**config.mk**
```make
export PLATFORM = sky130hd
export DESIGN_NAME = tmr_trig_master
export DESIGN_NICKNAME = d
export VERILOG_FILES = /design/src/rtl/tmr_pkg.sv /design/src/rtl/tmr_regs.sv /design/src/rtl/tmr_core.sv /design/src/rtl/tmr_trgo.sv /design/src/rtl/tmr_trig_master.sv
export SDC_FILE = /design/constraint.sdc
export NUM_CORES = 1
export LEC_CHECK = 0
export ABC_AREA = 1
export BUFFER_PORTS_ARGS = -buffer_cell sky130_fd_sc_hd__buf_2
export CELL_PAD_IN_SITES_DETAIL_PLACEMENT = 1
export CELL_PAD_IN_SITES_GLOBAL_PLACEMENT = 1
export CORE_AREA = 8 8 132 134
export CTS_CLUSTER_DIAMETER = 150
export DETAILED_ROUTE_END_ITERATION = 10
export DIE_AREA = 0 0 140 142
export HOLD_SLACK_MARGIN = 0.03
export PLACE_DENSITY = 0.85
export RECOVER_POWER = 25
export SYNTH_ARGS = -nofsm -noshare
export SYNTH_HDL_FRONTEND = slang
export SYNTH_HIERARCHICAL = 1
export SYNTH_SLANG_ARGS = --single-unit
```
**constraint.sdc**
```tcl
create_clock -name clk -period 5.85 [get_ports clk]
set_input_delay 1.17 -clock clk [delete_from_list [all_inputs] [get_ports clk]]
set_output_delay 1.17 -clock clk [all_outputs]
set_load 0.01 [all_outputs]
```
**src/rtl/tmr_pkg.sv**
```systemverilog
package tmr_pkg;

    typedef enum logic {
        ST_HALT  = 1'b0,
        ST_COUNT = 1'b1
    } run_st_t;

    localparam logic [2:0] MM_RESET  = 3'd0;
    localparam logic [2:0] MM_ENABLE = 3'd1;
    localparam logic [2:0] MM_UPDATE = 3'd2;
    localparam logic [2:0] MM_CMP    = 3'd3;

    localparam int ADDR_W      = 6;
    localparam int DEN_UPD_BIT = 8;

    localparam logic [ADDR_W-1:0] ADR_CTL  = 6'h00;
    localparam logic [ADDR_W-1:0] ADR_MODE = 6'h04;
    localparam logic [ADDR_W-1:0] ADR_EVT  = 6'h08;
    localparam logic [ADDR_W-1:0] ADR_DEN  = 6'h0C;
    localparam logic [ADDR_W-1:0] ADR_STS  = 6'h10;
    localparam logic [ADDR_W-1:0] ADR_CNT  = 6'h14;
    localparam logic [ADDR_W-1:0] ADR_PSC  = 6'h18;
    localparam logic [ADDR_W-1:0] ADR_ARR  = 6'h1C;
    localparam logic [ADDR_W-1:0] ADR_CMP  = 6'h20;

endpackage

```
**src/rtl/tmr_regs.sv**
```systemverilog
module tmr_regs
    import tmr_pkg::*;
#(
    parameter int CNT_W = 16
) (
    input  logic              clk,
    input  logic              rst_n,
    input  logic              bus_wr,
    input  logic [ADDR_W-1:0] bus_addr,
    input  logic [CNT_W-1:0]  bus_wdata,
    output logic [CNT_W-1:0]  bus_rdata,
    input  logic [CNT_W-1:0]  cnt_val,
    input  logic              flag_set,
    output logic              en_sw,
    output logic [2:0]        mst_sel,
    output logic              dma_en,
    output logic [CNT_W-1:0]  psc_val,
    output logic [CNT_W-1:0]  arr_val,
    output logic [CNT_W-1:0]  cmp_val,
    output logic              ch1_flag,
    output logic              ug_evt
);

    logic wr_ctl, wr_mode, wr_den, wr_sts, wr_psc, wr_arr, wr_cmp;

    always_comb begin
        wr_ctl  = bus_wr && (bus_addr == ADR_CTL);
        wr_mode = bus_wr && (bus_addr == ADR_MODE);
        wr_den  = bus_wr && (bus_addr == ADR_DEN);
        wr_sts  = bus_wr && (bus_addr == ADR_STS);
        wr_psc  = bus_wr && (bus_addr == ADR_PSC);
        wr_arr  = bus_wr && (bus_addr == ADR_ARR);
        wr_cmp  = bus_wr && (bus_addr == ADR_CMP);
        ug_evt  = bus_wr && (bus_addr == ADR_EVT) && bus_wdata[0];
    end

    always_ff @(posedge clk or negedge rst_n) begin
        if (!rst_n) begin
            en_sw   <= 1'b0;
            mst_sel <= MM_RESET;
            dma_en  <= 1'b0;
            psc_val <= '0;
            arr_val <= '0;
            cmp_val <= '0;
        end else begin
            if (wr_ctl)  en_sw   <= bus_wdata[0];
            if (wr_mode) mst_sel <= bus_wdata[2:0];
            if (wr_den)  dma_en  <= bus_wdata[DEN_UPD_BIT];
            if (wr_psc)  psc_val <= bus_wdata;
            if (wr_arr)  arr_val <= bus_wdata;
            if (wr_cmp)  cmp_val <= bus_wdata;
        end
    end

    // Match has priority over a clearing write in the same cycle.
    always_ff @(posedge clk or negedge rst_n) begin
        if (!rst_n) begin
            ch1_flag <= 1'b0;
        end else if (flag_set) begin
            ch1_flag <= 1'b1;
        end else if (wr_sts && !bus_wdata[0]) begin
            ch1_flag <= 1'b0;
        end
    end

    always_comb begin
        bus_rdata = '0;
        unique case (bus_addr)
            ADR_CTL:  bus_rdata[0]           = en_sw;
            ADR_MODE: bus_rdata[2:0]         = mst_sel;
            ADR_DEN:  bus_rdata[DEN_UPD_BIT] = dma_en;
            ADR_STS:  bus_rdata[0]           = ch1_flag;
            ADR_CNT:  bus_rdata              = cnt_val;
            ADR_PSC:  bus_rdata              = psc_val;
            ADR_ARR:  bus_rdata              = arr_val;
            ADR_CMP:  bus_rdata              = cmp_val;
            default:  bus_rdata              = '0;
        endcase
    end

endmodule

```
**src/rtl/tmr_core.sv**
```systemverilog
module tmr_core
    import tmr_pkg::*;
#(
    parameter int CNT_W = 16
) (
    input  logic             clk,
    input  logic             rst_n,
    input  logic             en_sw,
    input  logic             gate_in,
    input  logic             ug_evt,
    input  logic             slv_rst,
    input  logic [CNT_W-1:0] psc_val,
    input  logic [CNT_W-1:0] arr_val,
    input  logic [CNT_W-1:0] cmp_val,
    output logic             cnt_en,
    output logic [CNT_W-1:0] cnt_q,
    output logic             upd_evt,
    output logic             match_evt
);

    run_st_t          state, state_nxt;
    logic [CNT_W-1:0] psc_cnt;
    logic [CNT_W-1:0] cnt_step;
    logic             tick, wrap, restart;

    assign cnt_en = en_sw | gate_in;

    always_ff @(posedge clk or negedge rst_n) begin
        if (!rst_n) state <= ST_HALT;
        else        state <= state_nxt;
    end

    always_comb begin
        state_nxt = state;
        unique case (state)
            ST_HALT:  if (cnt_en)  state_nxt = ST_COUNT;
            ST_COUNT: if (!cnt_en) state_nxt = ST_HALT;
            default:  state_nxt = ST_HALT;
        endcase
    end

    always_comb begin
        restart   = ug_evt | slv_rst;
        tick      = (state == ST_COUNT) && (psc_cnt == psc_val);
        wrap      = tick && (cnt_q == arr_val);
        cnt_step  = wrap ? '0 : cnt_q + 1'b1;
        upd_evt   = ug_evt | (!slv_rst && wrap);
        match_evt = !restart && tick && (cnt_step == cmp_val);
    end

    always_ff @(posedge clk or negedge rst_n) begin
        if (!rst_n) begin
            cnt_q   <= '0;
            psc_cnt <= '0;
        end else if (restart) begin
            cnt_q   <= '0;
            psc_cnt <= '0;
        end else if (state == ST_COUNT) begin
            if (tick) begin
                psc_cnt <= '0;
                cnt_q   <= cnt_step;
            end else begin
                psc_cnt <= psc_cnt + 1'b1;
            end
        end
    end

endmodule

```
**src/rtl/tmr_trgo.sv**
```systemverilog
module tmr_trgo
    import tmr_pkg::*;
(
    input  logic       clk,
    input  logic       rst_n,
    input  logic [2:0] mst_sel,
    input  logic       ug_evt,
    input  logic       slv_rst,
    input  logic       cnt_en,
    input  logic       upd_evt,
    input  logic       match_evt,
    input  logic       dma_en,
    output logic       trig_out,
    output logic       upd_dma_req
);

    logic slv_rst_d;
    logic trig_nxt;

    always_comb begin
        trig_nxt = 1'b0;
        unique case (mst_sel)
            MM_RESET:  trig_nxt = ug_evt | slv_rst_d;
            MM_ENABLE: trig_nxt = cnt_en;
            MM_UPDATE: trig_nxt = upd_evt;
            MM_CMP:    trig_nxt = match_evt;
            default:   trig_nxt = 1'b0;
        endcase
    end

    always_ff @(posedge clk or negedge rst_n) begin
        if (!rst_n) begin
            slv_rst_d   <= 1'b0;
            trig_out    <= 1'b0;
            upd_dma_req <= 1'b0;
        end else begin
            slv_rst_d   <= slv_rst;
            trig_out    <= trig_nxt;
            upd_dma_req <= upd_evt & dma_en;
        end
    end

endmodule

```
**src/rtl/tmr_trig_master.sv**
```systemverilog
module tmr_trig_master
    import tmr_pkg::*;
#(
    parameter int CNT_W = 16
) (
    input  logic              clk,
    input  logic              rst_n,
    input  logic              bus_wr,
    input  logic [ADDR_W-1:0] bus_addr,
    input  logic [CNT_W-1:0]  bus_wdata,
    output logic [CNT_W-1:0]  bus_rdata,
    input  logic              slv_rst,
    input  logic              gate_in,
    output logic              trig_out,
    output logic              upd_dma_req
);

    logic             en_sw, dma_en, ch1_flag, ug_evt;
    logic [2:0]       mst_sel;
    logic [CNT_W-1:0] psc_val, arr_val, cmp_val, cnt_q;
    logic             cnt_en, upd_evt, match_evt;

    tmr_regs #(.CNT_W(CNT_W)) u_regs (
        .clk       (clk),
        .rst_n     (rst_n),
        .bus_wr    (bus_wr),
        .bus_addr  (bus_addr),
        .bus_wdata (bus_wdata),
        .bus_rdata (bus_rdata),
        .cnt_val   (cnt_q),
        .flag_set  (match_evt),
        .en_sw     (en_sw),
        .mst_sel   (mst_sel),
        .dma_en    (dma_en),
        .psc_val   (psc_val),
        .arr_val   (arr_val),
        .cmp_val   (cmp_val),
        .ch1_flag  (ch1_flag),
        .ug_evt    (ug_evt)
    );

    tmr_core #(.CNT_W(CNT_W)) u_core (
        .clk       (clk),
        .rst_n     (rst_n),
        .en_sw     (en_sw),
        .gate_in   (gate_in),
        .ug_evt    (ug_evt),
        .slv_rst   (slv_rst),
        .psc_val   (psc_val),
        .arr_val   (arr_val),
        .cmp_val   (cmp_val),
        .cnt_en    (cnt_en),
        .cnt_q     (cnt_q),
        .upd_evt   (upd_evt),
        .match_evt (match_evt)
    );

    tmr_trgo u_trgo (
        .clk         (clk),
        .rst_n       (rst_n),
        .mst_sel     (mst_sel),
        .ug_evt      (ug_evt),
        .slv_rst     (slv_rst),
        .cnt_en      (cnt_en),
        .upd_evt     (upd_evt),
        .match_evt   (match_evt),
        .dma_en      (dma_en),
        .trig_out    (trig_out),
        .upd_dma_req (upd_dma_req)
    );

endmodule

```
==> impl_metrics.toml <==
[synth]
synth-seq-area-share_pct = 37.7
netlist_area_mm2 = 0.00597
yosysWarningCount = 6
async_flop_share_pct = 100
synth-seq-cells = 90
synth_edf_count = 0
yosysUniqueCellTypes = 38
synth_nets = 946
syn_area_per_cell_um2 = 6.51
ys.flop_type = "dfrtp_1"
synthCells = 917

[hold_path]
hp-start = "u_regs/ch1_flag$_DFFE_PN0P_"
hold_class = "flop to flop"

[final_layout]
drive_gt1_share_pct = 10.9
diodes = 0
final_cells = 1149
final_area_mm2 = 0.00661
fill_cells = 2087
fin_nets = 981
area_delta_synth_final_pct = 10.7

[grt]
globalRouteOverflowTotal = 0
antenna_found_initial = 0
grt_pass1_wl_um = 32500
grt_max_degree = 49
grt_pass1_vias = 6350
track_usage_pct = 20.6

[clock_tree]
cts-resized-gates = 0
clk_latency_ns = 0.35
cts_setup_buffers = 0
clockRootBuffer = "clkbuf_16"
clkTransAtPathRegs_ns = 0.07
cts_sinks = 90
clk_path_buf_depth = 2
htree_num_levels = 3
cts_tree = "done"
cts_hold_buf = 0
cts_buffers = 9

[worst_setup_path]
worstPathArrival_ns = 3.13
cp_max_fo = 29
crit_required_ns = 4.68
crit_start = "bus_addr[5]"
r2r-start = "u_regs/psc_val[14]$_DFFE_PN0P_"
criticalPathCategory = "input port to primary output"
cp-end-kind = "primary output"
cp-start-kind = "input port"

[routing]
wire_per_inst_um = 17.3
final_antenna_net_count = 0
routed_wl_um = 19900
first_pass_iters = 4
viasPerCell = 5.25
drc = 0
vias = 6030
detail_route.iter0.violations = 367

[floorplan]
fp.dieH_um = 142
dieArea_mm2 = 0.0199
rows = 46
initial_core_util_pct = 38.7
io-pin-count = 45
die_x_um = 140
core_area_mm2 = 0.0154

[place]
pre_cts_ws_ns = 1.55
dpl_cell_area_mm2 = 0.00630
place_congestion = 0.866
portBuffers = 44
dp.cells = 1133
hpwl_um = 14700

[sta]
timing.final.crit_share_pct = 73.5
hold_viol = 0
finalSetupViolCount = 0
fmax_ghz = 0.233
period_minus_slack_ns = 4.30
finalClockSkew_ns = 0.00683
hold_slack_ns = 0.490
finalWorstSetupSlack_ns = 1.55
setup_tns_ns = 0
slew_violations = 49
worst_pin_slew_ns = 2.86
relSlewSlack_pct = -90.7
rsz0062_at_grt = "false"

[power]
cellLeakagePower_nw = 3.54
p_per_area_mw_per_mm2 = 255
vdd.ir_drop.worst_v = 0.000139

[outcome]
violations = "capacitance limit, slew limit"
outcome = "complete, but fails checks"

[flow_run]
drv_cap = 1
-- metal layers --
metal  track usage [%]  part of all wire (%)  vias up  wire [um]
li1                  -                     -     2886          -
met2              35.1                    47      141       9360
met4              7.94                   2.7        0        537
met1              26.1                    46     2964       9080
met5                 0                     0        -          0
met3              2.88                   4.8       39        950
-- cells by family (layout without fill, tap and decap cells) --
family,count (synthesis),count (layout),share of synthesized area [%]
adder cells (fa/ha/maj),2,2,0.419
XOR/XNOR,17,17,2.49
AND/OR/NAND/NOR,530,530,38.2
AO/OA/AOI/OAI,96,96,8.55
buffers and inverters,182,222,12.6
flip-flops,90,90,37.7
-- per-stage QoR --
stage | total power (W) | util, %
2_1_floorplan | 0.000941 | -
3_3_place_gp | 0.00105 | 40.8
3_5_place_dp | 0.00107 | 40.8
4_1_cts | 0.00169 | 42.9
5_1_grt | 0.00177 | 42.8
6_report | 0.00168 | 42.8
-- final timing paths --
kind	cells after the start	slack (ns)	end
max	9	1.55	bus_rdata[6]
min	1	0.49	u_regs/ch1_flag$_DFFE_PN0P_
max reg2reg	18	3.05	u_trgo/trig_out$_DFF_PN0_
min reg2reg	1	0.49	u_regs/ch1_flag$_DFFE_PN0P_
max in group asynchronous	2	2.32	u_core/cnt_q[6]$_DFFE_PN0P_
min in group asynchronous	1	1.74	u_trgo/slv_rst_d$_DFF_PN0_
-- state kept, by name, summed over array words and instances (netlist names) --
name,count
u_regs/en_sw,1
u_core/cnt_q,16
u_trgo/trig_out,1
u_regs/arr_val,16
u_regs/psc_val,16
u_trgo/slv_rst_d,1
u_regs/ch1_flag,1
u_core/psc_cnt,16
u_regs/cmp_val,16
u_core/state,1
u_trgo/upd_dma_req,1
u_regs/dma_en,1
u_regs/mst_sel,3
-- worst max-delay path, stage by stage --
cell,delay (ns)
buf_2,0.13
nor2_4,0.56
inv_2,0.16
nor2_4,0.63
nand2_1,0.12
nand2_1,0.10
inv_1,0.04
nand2_1,0.07
buf_2,0.14
-- cells in the mapped netlist (all sizes together), types with 2 or more instances --
cell type,number,area [um2]
nand4,6,37.5
nor2,101,475
dfrtp,90,2250
nand3,67,345
ha,2,25.0
a21oi,8,40.0
o21bai,2,15.0
inv,159,597
o21ai,70,350
nand2,335,1290
o22ai,12,75.1
clkbuf,7,27.5
buf,15,123
xor2,15,131
nand3b,3,22.5
nor3,15,91.3
xnor2,2,17.5
or2,2,12.5
-- layout make-up --
| class | instances | area [um2] | share of cell area [%] |
|---|---|---|---|
| inverter | 160 | 602 | 9.11 |
| clock inverter | 5 | 61.3 | 0.928 |
| multi-input combinational | 645 | 2970 | 44.9 |
| tap | 192 | 240 | 3.64 |
| sequential | 90 | 2250 | 34.1 |
| clock buffer | 11 | 253 | 3.83 |
| timing repair buffer | 46 | 233 | 3.52 |
-- cells in the final DEF (no fill, tap or decap), types with 2 or more instances in the layout --
cell type   count
clkbuf_16       9
clkbuf_8        2
inv_1         145
dfrtp_1        90
clkbuf_1        2
o22ai_1        12
clkinvlp_4      3
ha_1            2
nand3_2         2
buf_4           2
xnor2_1         2
nand2_2         4
nor2_1         84
o21bai_1        2
nor3_1         13
nand3_1        65
nand2_4         3
nand3b_1        3
buf_2          42
o21ai_0        69
nor2_2          8
inv_2          14
nand2_1       328
nor2_4          8
a21oi_1         8
xor2_1         15
nand4_1         6
-- where the power goes --
| part | internal (W) | switching [W] | leakage, nW | total (W) |
|---|---|---|---|---|
| clock | 0.000357 | 0.000270 | 0.144 | 0.000626 |
| sequential | 0.000682 | 0.0000709 | 1.17 | 0.000753 |
| combinational | 0.0000960 | 0.000208 | 2.22 | 0.000304 |
Power figures use the tool's default switching activity.
